## src/rtl/ctmr_pkg.sv

```systemverilog
package ctmr_pkg;

    localparam int ADDR_W = 3;

    typedef enum logic [1:0] {
        MODE_IDLE     = 2'd0,
        MODE_ONESHOT  = 2'd1,
        MODE_PERIODIC = 2'd2,
        MODE_CAPTURE  = 2'd3
    } mode_e;

    // Packed MSB-first so that bit 0 of the configuration word is mode[0].
    typedef struct packed {
        logic  trig_en;     // bit 7
        logic  match_ie;    // bit 6
        logic  to_irq_dis;  // bit 5
        logic  snap_en;     // bit 4
        logic  wait_trig;   // bit 3
        logic  count_up;    // bit 2
        mode_e mode;        // bits 1:0
    } cfg_t;

    localparam cfg_t CFG_RESET = '{
        trig_en:    1'b0,
        match_ie:   1'b0,
        to_irq_dis: 1'b1,
        snap_en:    1'b0,
        wait_trig:  1'b0,
        count_up:   1'b0,
        mode:       MODE_IDLE
    };

    localparam logic [ADDR_W-1:0] A_CFG    = 3'd0;
    localparam logic [ADDR_W-1:0] A_CTRL   = 3'd1;
    localparam logic [ADDR_W-1:0] A_LOAD   = 3'd2;
    localparam logic [ADDR_W-1:0] A_MATCH  = 3'd3;
    localparam logic [ADDR_W-1:0] A_PRE    = 3'd4;
    localparam logic [ADDR_W-1:0] A_PMATCH = 3'd5;
    localparam logic [ADDR_W-1:0] A_CLEAR  = 3'd6;

endpackage

```

## src/rtl/ctmr_regs.sv

```systemverilog
module ctmr_regs
    import ctmr_pkg::*;
#(
    parameter int CNT_W = 16,
    parameter int PRE_W = 8
) (
    input  logic              clk,
    input  logic              rst_n,
    input  logic              wr_en,
    input  logic [ADDR_W-1:0] wr_addr,
    input  logic [CNT_W-1:0]  wr_data,
    input  logic              oneshot_done,
    output cfg_t              cfg,
    output logic              en,
    output logic [CNT_W-1:0]  load,
    output logic [CNT_W-1:0]  match,
    output logic [PRE_W-1:0]  pre_load,
    output logic [PRE_W-1:0]  pre_match,
    output logic              start,
    output logic              clr_to,
    output logic              clr_mt
);

    localparam int CFG_W = $bits(cfg_t);

    typedef struct packed {
        cfg_t             cfg;
        logic             en;
        logic [CNT_W-1:0] load;
        logic [CNT_W-1:0] match;
        logic [PRE_W-1:0] pre_load;
        logic [PRE_W-1:0] pre_match;
    } regs_s;

    regs_s regs_d, regs_q;

    always_comb begin
        regs_d = regs_q;
        start  = 1'b0;
        clr_to = 1'b0;
        clr_mt = 1'b0;
        // Self-clear of the enable; a same-cycle software write wins below.
        if (oneshot_done) begin
            regs_d.en = 1'b0;
        end
        if (wr_en) begin
            case (wr_addr)
                A_CFG:    regs_d.cfg = cfg_t'(wr_data[CFG_W-1:0]);
                A_CTRL: begin
                    regs_d.en = wr_data[0];
                    start     = wr_data[0];
                end
                A_LOAD:   regs_d.load      = wr_data;
                A_MATCH:  regs_d.match     = wr_data;
                A_PRE:    regs_d.pre_load  = wr_data[PRE_W-1:0];
                A_PMATCH: regs_d.pre_match = wr_data[PRE_W-1:0];
                A_CLEAR: begin
                    clr_to = wr_data[0];
                    clr_mt = wr_data[1];
                end
                default: ;
            endcase
        end
    end

    always_ff @(posedge clk) begin
        if (!rst_n) begin
            regs_q.cfg       <= CFG_RESET;
            regs_q.en        <= 1'b0;
            regs_q.load      <= '0;
            regs_q.match     <= '0;
            regs_q.pre_load  <= '0;
            regs_q.pre_match <= '0;
        end else begin
            regs_q <= regs_d;
        end
    end

    assign cfg       = regs_q.cfg;
    assign en        = regs_q.en;
    assign load      = regs_q.load;
    assign match     = regs_q.match;
    assign pre_load  = regs_q.pre_load;
    assign pre_match = regs_q.pre_match;

endmodule

```

## src/rtl/ctmr_core.sv

```systemverilog
module ctmr_core
    import ctmr_pkg::*;
#(
    parameter int CNT_W = 16,
    parameter int PRE_W = 8
) (
    input  logic             clk,
    input  logic             rst_n,
    input  logic             start,
    input  logic             en,
    input  mode_e            mode,
    input  logic             count_up,
    input  logic             wait_trig,
    input  logic [CNT_W-1:0] load,
    input  logic [CNT_W-1:0] match,
    input  logic [PRE_W-1:0] pre_load,
    input  logic [PRE_W-1:0] pre_match,
    input  logic             trig_in,
    output logic [CNT_W-1:0] cnt,
    output logic [PRE_W-1:0] pre,
    output logic             waiting,
    output logic             timeout_evt,
    output logic             match_evt
);

    localparam logic [CNT_W-1:0] CNT_ONE = CNT_W'(1);
    localparam logic [PRE_W-1:0] PRE_ONE = PRE_W'(1);

    typedef struct packed {
        logic [CNT_W-1:0] cnt;
        logic [PRE_W-1:0] pre;
        logic             hold;
    } core_s;

    core_s core_d, core_q;

    logic             counting_mode;
    logic             run;
    logic             pre_term;
    logic             cnt_term;
    logic             tick;
    logic [CNT_W-1:0] cnt_init;
    logic [PRE_W-1:0] pre_init;

    always_comb begin
        counting_mode = (mode == MODE_ONESHOT) || (mode == MODE_PERIODIC);
        run           = en && !core_q.hold && counting_mode;
        // Up counting treats anything at or past the limit as terminal so a
        // limit lowered mid-run cannot cause a long wrap.
        pre_term      = count_up ? (core_q.pre >= pre_load) : (core_q.pre == '0);
        cnt_term      = count_up ? (core_q.cnt >= load)     : (core_q.cnt == '0);
        tick          = run && pre_term;
        timeout_evt   = tick && cnt_term;
        match_evt     = run && (core_q.cnt == match) && (core_q.pre == pre_match);
        cnt_init      = count_up ? '0 : load;
        pre_init      = count_up ? '0 : pre_load;

        core_d = core_q;
        if (start) begin
            core_d.cnt  = cnt_init;
            core_d.pre  = pre_init;
            core_d.hold = wait_trig;
        end else if (en && core_q.hold) begin
            if (trig_in) begin
                core_d.hold = 1'b0;
            end
        end else if (timeout_evt) begin
            // One-shot keeps the terminal count; periodic restarts.
            if (mode == MODE_PERIODIC) begin
                core_d.cnt = cnt_init;
                core_d.pre = pre_init;
            end
        end else if (tick) begin
            core_d.cnt = count_up ? core_q.cnt + CNT_ONE : core_q.cnt - CNT_ONE;
            core_d.pre = pre_init;
        end else if (run) begin
            core_d.pre = count_up ? core_q.pre + PRE_ONE : core_q.pre - PRE_ONE;
        end
    end

    always_ff @(posedge clk) begin
        if (!rst_n) begin
            core_q <= '0;
        end else begin
            core_q <= core_d;
        end
    end

    assign cnt     = core_q.cnt;
    assign pre     = core_q.pre;
    assign waiting = en && core_q.hold;

endmodule

```

## src/rtl/ctmr_events.sv

```systemverilog
module ctmr_events
    import ctmr_pkg::*;
#(
    parameter int CNT_W = 16,
    parameter int PRE_W = 8
) (
    input  logic             clk,
    input  logic             rst_n,
    input  logic             start,
    input  mode_e            mode,
    input  logic             snap_en,
    input  logic             trig_en,
    input  logic             timeout_evt,
    input  logic             match_evt,
    input  logic             clr_to,
    input  logic             clr_mt,
    input  logic [CNT_W-1:0] cnt,
    input  logic [PRE_W-1:0] pre,
    output logic             to_flag,
    output logic             mt_flag,
    output logic             trig_out,
    output logic [CNT_W-1:0] value_o,
    output logic [PRE_W-1:0] pre_value_o
);

    typedef struct packed {
        logic             to_flag;
        logic             mt_flag;
        logic             trig;
        logic [CNT_W-1:0] snap_cnt;
        logic [PRE_W-1:0] snap_pre;
    } evt_s;

    evt_s evt_d, evt_q;
    logic snap_active;

    always_comb begin
        snap_active   = snap_en && (mode == MODE_PERIODIC);
        evt_d         = evt_q;
        // New events win over a clear in the same cycle.
        evt_d.to_flag = (evt_q.to_flag && !clr_to) || timeout_evt;
        evt_d.mt_flag = (evt_q.mt_flag && !clr_mt) || match_evt;
        evt_d.trig    = timeout_evt && trig_en;
        if (start) begin
            evt_d.snap_cnt = '0;
            evt_d.snap_pre = '0;
        end else if (timeout_evt && snap_active) begin
            evt_d.snap_cnt = cnt;
            evt_d.snap_pre = pre;
        end
    end

    always_ff @(posedge clk) begin
        if (!rst_n) begin
            evt_q <= '0;
        end else begin
            evt_q <= evt_d;
        end
    end

    assign to_flag     = evt_q.to_flag;
    assign mt_flag     = evt_q.mt_flag;
    assign trig_out    = evt_q.trig;
    assign value_o     = snap_active ? evt_q.snap_cnt : cnt;
    assign pre_value_o = snap_active ? evt_q.snap_pre : pre;

endmodule

```

## src/rtl/chain_timer.sv

```systemverilog
module chain_timer
    import ctmr_pkg::*;
#(
    parameter int CNT_W = 16,
    parameter int PRE_W = 8
) (
    input  logic              clk,
    input  logic              rst_n,
    input  logic              wr_en,
    input  logic [ADDR_W-1:0] wr_addr,
    input  logic [CNT_W-1:0]  wr_data,
    input  logic              trig_in,
    output logic              irq_timeout,
    output logic              irq_match,
    output logic              trig_out,
    output logic              enabled,
    output logic [CNT_W-1:0]  value_o,
    output logic [PRE_W-1:0]  pre_value_o
);

    cfg_t             cfg;
    logic             en;
    logic [CNT_W-1:0] load;
    logic [CNT_W-1:0] match;
    logic [PRE_W-1:0] pre_load;
    logic [PRE_W-1:0] pre_match;
    logic             start;
    logic             clr_to;
    logic             clr_mt;
    logic [CNT_W-1:0] cnt;
    logic [PRE_W-1:0] pre;
    logic             waiting;
    logic             timeout_evt;
    logic             match_evt;
    logic             to_flag;
    logic             mt_flag;
    logic             oneshot_done;

    assign oneshot_done = timeout_evt && (cfg.mode == MODE_ONESHOT);

    ctmr_regs #(.CNT_W(CNT_W), .PRE_W(PRE_W)) u_regs (
        .clk          (clk),
        .rst_n        (rst_n),
        .wr_en        (wr_en),
        .wr_addr      (wr_addr),
        .wr_data      (wr_data),
        .oneshot_done (oneshot_done),
        .cfg          (cfg),
        .en           (en),
        .load         (load),
        .match        (match),
        .pre_load     (pre_load),
        .pre_match    (pre_match),
        .start        (start),
        .clr_to       (clr_to),
        .clr_mt       (clr_mt)
    );

    ctmr_core #(.CNT_W(CNT_W), .PRE_W(PRE_W)) u_core (
        .clk         (clk),
        .rst_n       (rst_n),
        .start       (start),
        .en          (en),
        .mode        (cfg.mode),
        .count_up    (cfg.count_up),
        .wait_trig   (cfg.wait_trig),
        .load        (load),
        .match       (match),
        .pre_load    (pre_load),
        .pre_match   (pre_match),
        .trig_in     (trig_in),
        .cnt         (cnt),
        .pre         (pre),
        .waiting     (waiting),
        .timeout_evt (timeout_evt),
        .match_evt   (match_evt)
    );

    ctmr_events #(.CNT_W(CNT_W), .PRE_W(PRE_W)) u_events (
        .clk         (clk),
        .rst_n       (rst_n),
        .start       (start),
        .mode        (cfg.mode),
        .snap_en     (cfg.snap_en),
        .trig_en     (cfg.trig_en),
        .timeout_evt (timeout_evt),
        .match_evt   (match_evt),
        .clr_to      (clr_to),
        .clr_mt      (clr_mt),
        .cnt         (cnt),
        .pre         (pre),
        .to_flag     (to_flag),
        .mt_flag     (mt_flag),
        .trig_out    (trig_out),
        .value_o     (value_o),
        .pre_value_o (pre_value_o)
    );

    assign irq_timeout = to_flag && !cfg.to_irq_dis;
    assign irq_match   = mt_flag && cfg.match_ie;
    assign enabled     = en;

endmodule

```

## config.mk

```make
export PLATFORM = sky130hd
export DESIGN_NAME = chain_timer
export DESIGN_NICKNAME = d
export VERILOG_FILES = /design/src/rtl/ctmr_pkg.sv /design/src/rtl/ctmr_regs.sv /design/src/rtl/ctmr_core.sv /design/src/rtl/ctmr_events.sv /design/src/rtl/chain_timer.sv
export SDC_FILE = /design/constraint.sdc
export NUM_CORES = 1
export LEC_CHECK = 0
export BUFFER_PORTS_ARGS = -buffer_cell sky130_fd_sc_hd__buf_4
export CAP_MARGIN = 40
export CORE_MARGIN = 2
export CORE_UTILIZATION = 50
export CTS_CLUSTER_SIZE = 40
export DETAILED_ROUTE_END_ITERATION = 16
export PLACE_DENSITY = 0.65
export SLEW_MARGIN = 20
export SYNTH_ARGS = -nofsm -noshare
export SYNTH_HDL_FRONTEND = slang
export SYNTH_SLANG_ARGS = --single-unit
```

## constraint.sdc

```tcl
create_clock -name clk -period 8.1 [get_ports clk]
set_input_delay 2.025 -clock clk [delete_from_list [all_inputs] [get_ports clk]]
set_output_delay 2.025 -clock clk [all_outputs]
set_load 0.02 [all_outputs]
```

==> results.sh <==
export IMPL_core_area_sq_mm=0.01262
export IMPL_finalSetupTns_ns=0
export IMPL_avgSynthCellArea_sq_um=8.221
export IMPL_finalHoldWorstSlack_ns=0.4547
export IMPL_yosysUniqueCellTypes=60
export IMPL_skew_ns=0.009807
export IMPL_die_h_microns=117.5
export IMPL_worst_path_max_fanout=15
export IMPL_syn_nets=855
export IMPL_syn_cell_area_sq_mm=0.006445
export IMPL_hold_buffers=0
export IMPL_post_synth_top_area_cell="dfxtp_1"
export IMPL_rows=41
export IMPL_pin_count=51
export IMPL_outcome="complete, no violations"
export IMPL_area_delta_synth_final_pct=12.81
export IMPL_htreeDepth=3
export IMPL_fmax_mhz=236.0
export IMPL_drtIter0Drc=299
export IMPL_use_met2_pct=35.05
export IMPL_postRouteAntennaNets=0
export IMPL_die_w_microns=117.5
export IMPL_synthCells=784
export IMPL_report_final_hold_viol_count=0
export IMPL_netlist_top_cells_count="145 x nand2_1, 109 x dfxtp_1, 73 x a21oi_1"
export IMPL_synth_edf_count=0
export IMPL_numCtsBuffers=9
export IMPL_ir_drop_uv=124.5
export IMPL_start_kind="flip-flop"
export IMPL_antenna_found_initial=0
export IMPL_clk_pin_slew_ns=0.08
export IMPL_gr_total_overflow=0
export IMPL_slew_viol_final=0
export IMPL_power_density_mw_per_mm2=159.7
export IMPL_r2r_end="u_core.cnt[15]$_SDFFE_PN0P_"
export IMPL_place_congestion=0.8627
export IMPL_hold_path_depth=2
export IMPL_worstHoldPathType="flip-flop to flip-flop"
export IMPL_clk_latency_ns=0.35
export IMPL_worstPathArrival_ns=2.21
export IMPL_postRouteWirelength_microns=16780
export IMPL_path_class="flip-flop to output port"
export IMPL_clk_path_buf_depth=2
export IMPL_drc_errors=0
export IMPL_finalSetupViolCount=0
export IMPL_fin_nets=891
export IMPL_p_leak_nw=3.166
export IMPL_firstDrtPassIters=5
export IMPL_synthTopCellsByArea="dfxtp_1 34%, ha_1 8.9%, nand2_1 8.4%, a21oi_1 5.7%, mux2_2 4.4%"
export IMPL_cts_root_buf="clkbuf_16"
export IMPL_r2r_slack_ns=4.44
export IMPL_multi_input_area_sq_mm=0.003985
export IMPL_grt_busiest_layer="met1"
export IMPL_rr_startpoint="u_regs.cfg[2]$_SDFFE_PN0P_"
export IMPL_dp_cells=981
export IMPL_synth_warnings=0
export IMPL_cts_sinks=109
export IMPL_rsz0062_at_grt="no"
export IMPL_worstPathRequired_ns=6.08
export IMPL_timing_final_ws_setup_ns=3.864
export IMPL_start_util_pct=51.07
export IMPL_ff_latch_area_sq_mm=0.002182
export IMPL_synth_seq_area_share_pct=33.86
export IMPL_yosysMostFrequentCell="nand2_1"
export IMPL_fill_cells=1184
export IMPL_cts_resized=0
export IMPL_dp_hpwl_microns=12410
export IMPL_drive_above_1_share_pct=13.45
export IMPL_holdCritStartpoint="u_regs.cfg[6]$_SDFFE_PN0P_"
export IMPL_min_period_over_period_pct=52.30
export IMPL_dieArea_sq_mm=0.01381
export IMPL_slew_limit_headroom_pct=48.52
export IMPL_end_kind="output port"
export IMPL_async_flop_share_pct=0
export IMPL_yosys_area_top_type_share_pct=33.86
export IMPL_antenna_cells=0
export IMPL_vias=5774
export IMPL_wire_per_inst_microns=16.83
export IMPL_worstMarginPinSlew_ns=0.7703
export IMPL_synth_top_flop_cell="dfxtp_1"
export IMPL_grt_use_met1_pct=35.93
export IMPL_io_buffers=50
export IMPL_synth_seq_cells=109
export IMPL_grt_max_degree=71
export IMPL_use_met3_pct=3.295
export IMPL_post_route_min_period_ns=4.236
export IMPL_reg2reg_depth=10
export IMPL_grt_pass1_vias=5206
export IMPL_postCtsSetupBuffers=0
export IMPL_viasPerCell=5.791
export IMPL_hold_end="u_regs.cfg[6]$_SDFFE_PN0P_"
export IMPL_track_usage_pct=24.14
export IMPL_grt_first_pass_wirelength_microns=27030
export IMPL_maxCapViolations=0
export IMPL_preCtsSetupSlack_ns=4.249
export IMPL_fin_cells=997
export IMPL_tritoncts="done"
-- placed cells by master, fill, tap and decap left out, types with 15 or more instances in the layout --
cell type    n
nor2_1      60
dfxtp_1    109
buf_4       56
nand3_1     15
mux2i_1     26
ha_1        46
nand2_1    145
xor2_1      26
mux2_2      25
o21ai_0     23
inv_1       30
a21oi_1     73
-- metrics by stage --
stage / total power [mW] / util, % / cell area, sq um
2_1_floorplan: 0.6790 / - / 6445
3_3_place_gp: 0.7228 / 54.68 / 6900
3_5_place_dp: 0.7280 / 55.30 / 6979
4_1_cts: 1.168 / 57.61 / 7271
5_1_grt: 1.205 / 57.61 / 7271
6_report: 1.161 / 57.61 / 7271
-- how the worst max path moves through the flow --
stage	start	to	slack [ns]
after CTS	u_regs.cfg[0]$_SDFFE_PN0P_	value_o[11]	3.86
after floorplan	wr_addr[2]	u_core.pre[1]$_SDFFE_PN0P_	4.50
after global placement	wr_en	u_core.cnt[3]$_SDFFE_PN0P_	4.10
after detailed placement	wr_en	u_core.cnt[9]$_SDFFE_PN0P_	4.25
final	u_regs.cfg[0]$_SDFFE_PN0P_	value_o[11]	3.86
after global routing	u_regs.cfg[0]$_SDFFE_PN0P_	value_o[5]	3.73
-- layout make-up --
| class | count | share of cell area, % |
|---|---|---|
| multi-input cells | 607 | 54.81 |
| flip-flops and latches | 109 | 30.01 |
| repair buffers | 61 | 6.522 |
| clock buffers | 11 | 3.201 |
| well taps | 172 | 2.960 |
| inverters | 32 | 1.686 |
| clock inverters | 5 | 0.8088 |
-- metal layers --
layer	vias to the layer above	wire, microns
met4	0	416
met5	-	0
met3	26	969
li1	2865	-
met2	195	7091
met1	2688	8306
-- worst max-delay path, stage by stage, from the launching register on --
cell and delay (ns):
dfxtp_1 0.35, inv_1 0.06, ha_1 0.26, nand2_1 0.44
buf_8 0.23, mux2_2 0.35, buf_4 0.16
-- flip-flops by register name, summed over array words and instances (netlist names), 8 cells and up --
register          count
u_core.pre            8
u_regs.pre_load       8
u_regs.match         16
u_events.evt_q       24
u_regs.pre_match      8
u_regs.cfg            8
u_regs.load          16
u_core.cnt           16
-- where the power goes --
group | switching [mW] | internal (mW)
sequential | 0.0119 | 0.544
clock | 0.202 | 0.241
combinational | 0.0944 | 0.0674
-- logic make-up (layout without fill, tap and decap cells) --
| kind of cell | Yosys count | count (layout) | synth area share, % |
|---|---|---|---|
| AND/OR/NAND/NOR | 290 | 290 | 20.03 |
| adder cells (fa/ha/maj) | 48 | 48 | 9.552 |
| flip-flops | 109 | 109 | 33.86 |
| buffers and inverters | 68 | 109 | 4.504 |
| multiplexers | 51 | 51 | 8.406 |
| XOR/XNOR | 39 | 39 | 5.300 |
| AO/OA/AOI/OAI | 179 | 179 | 18.35 |
Note: power is estimated with default switching activity, not from simulation.
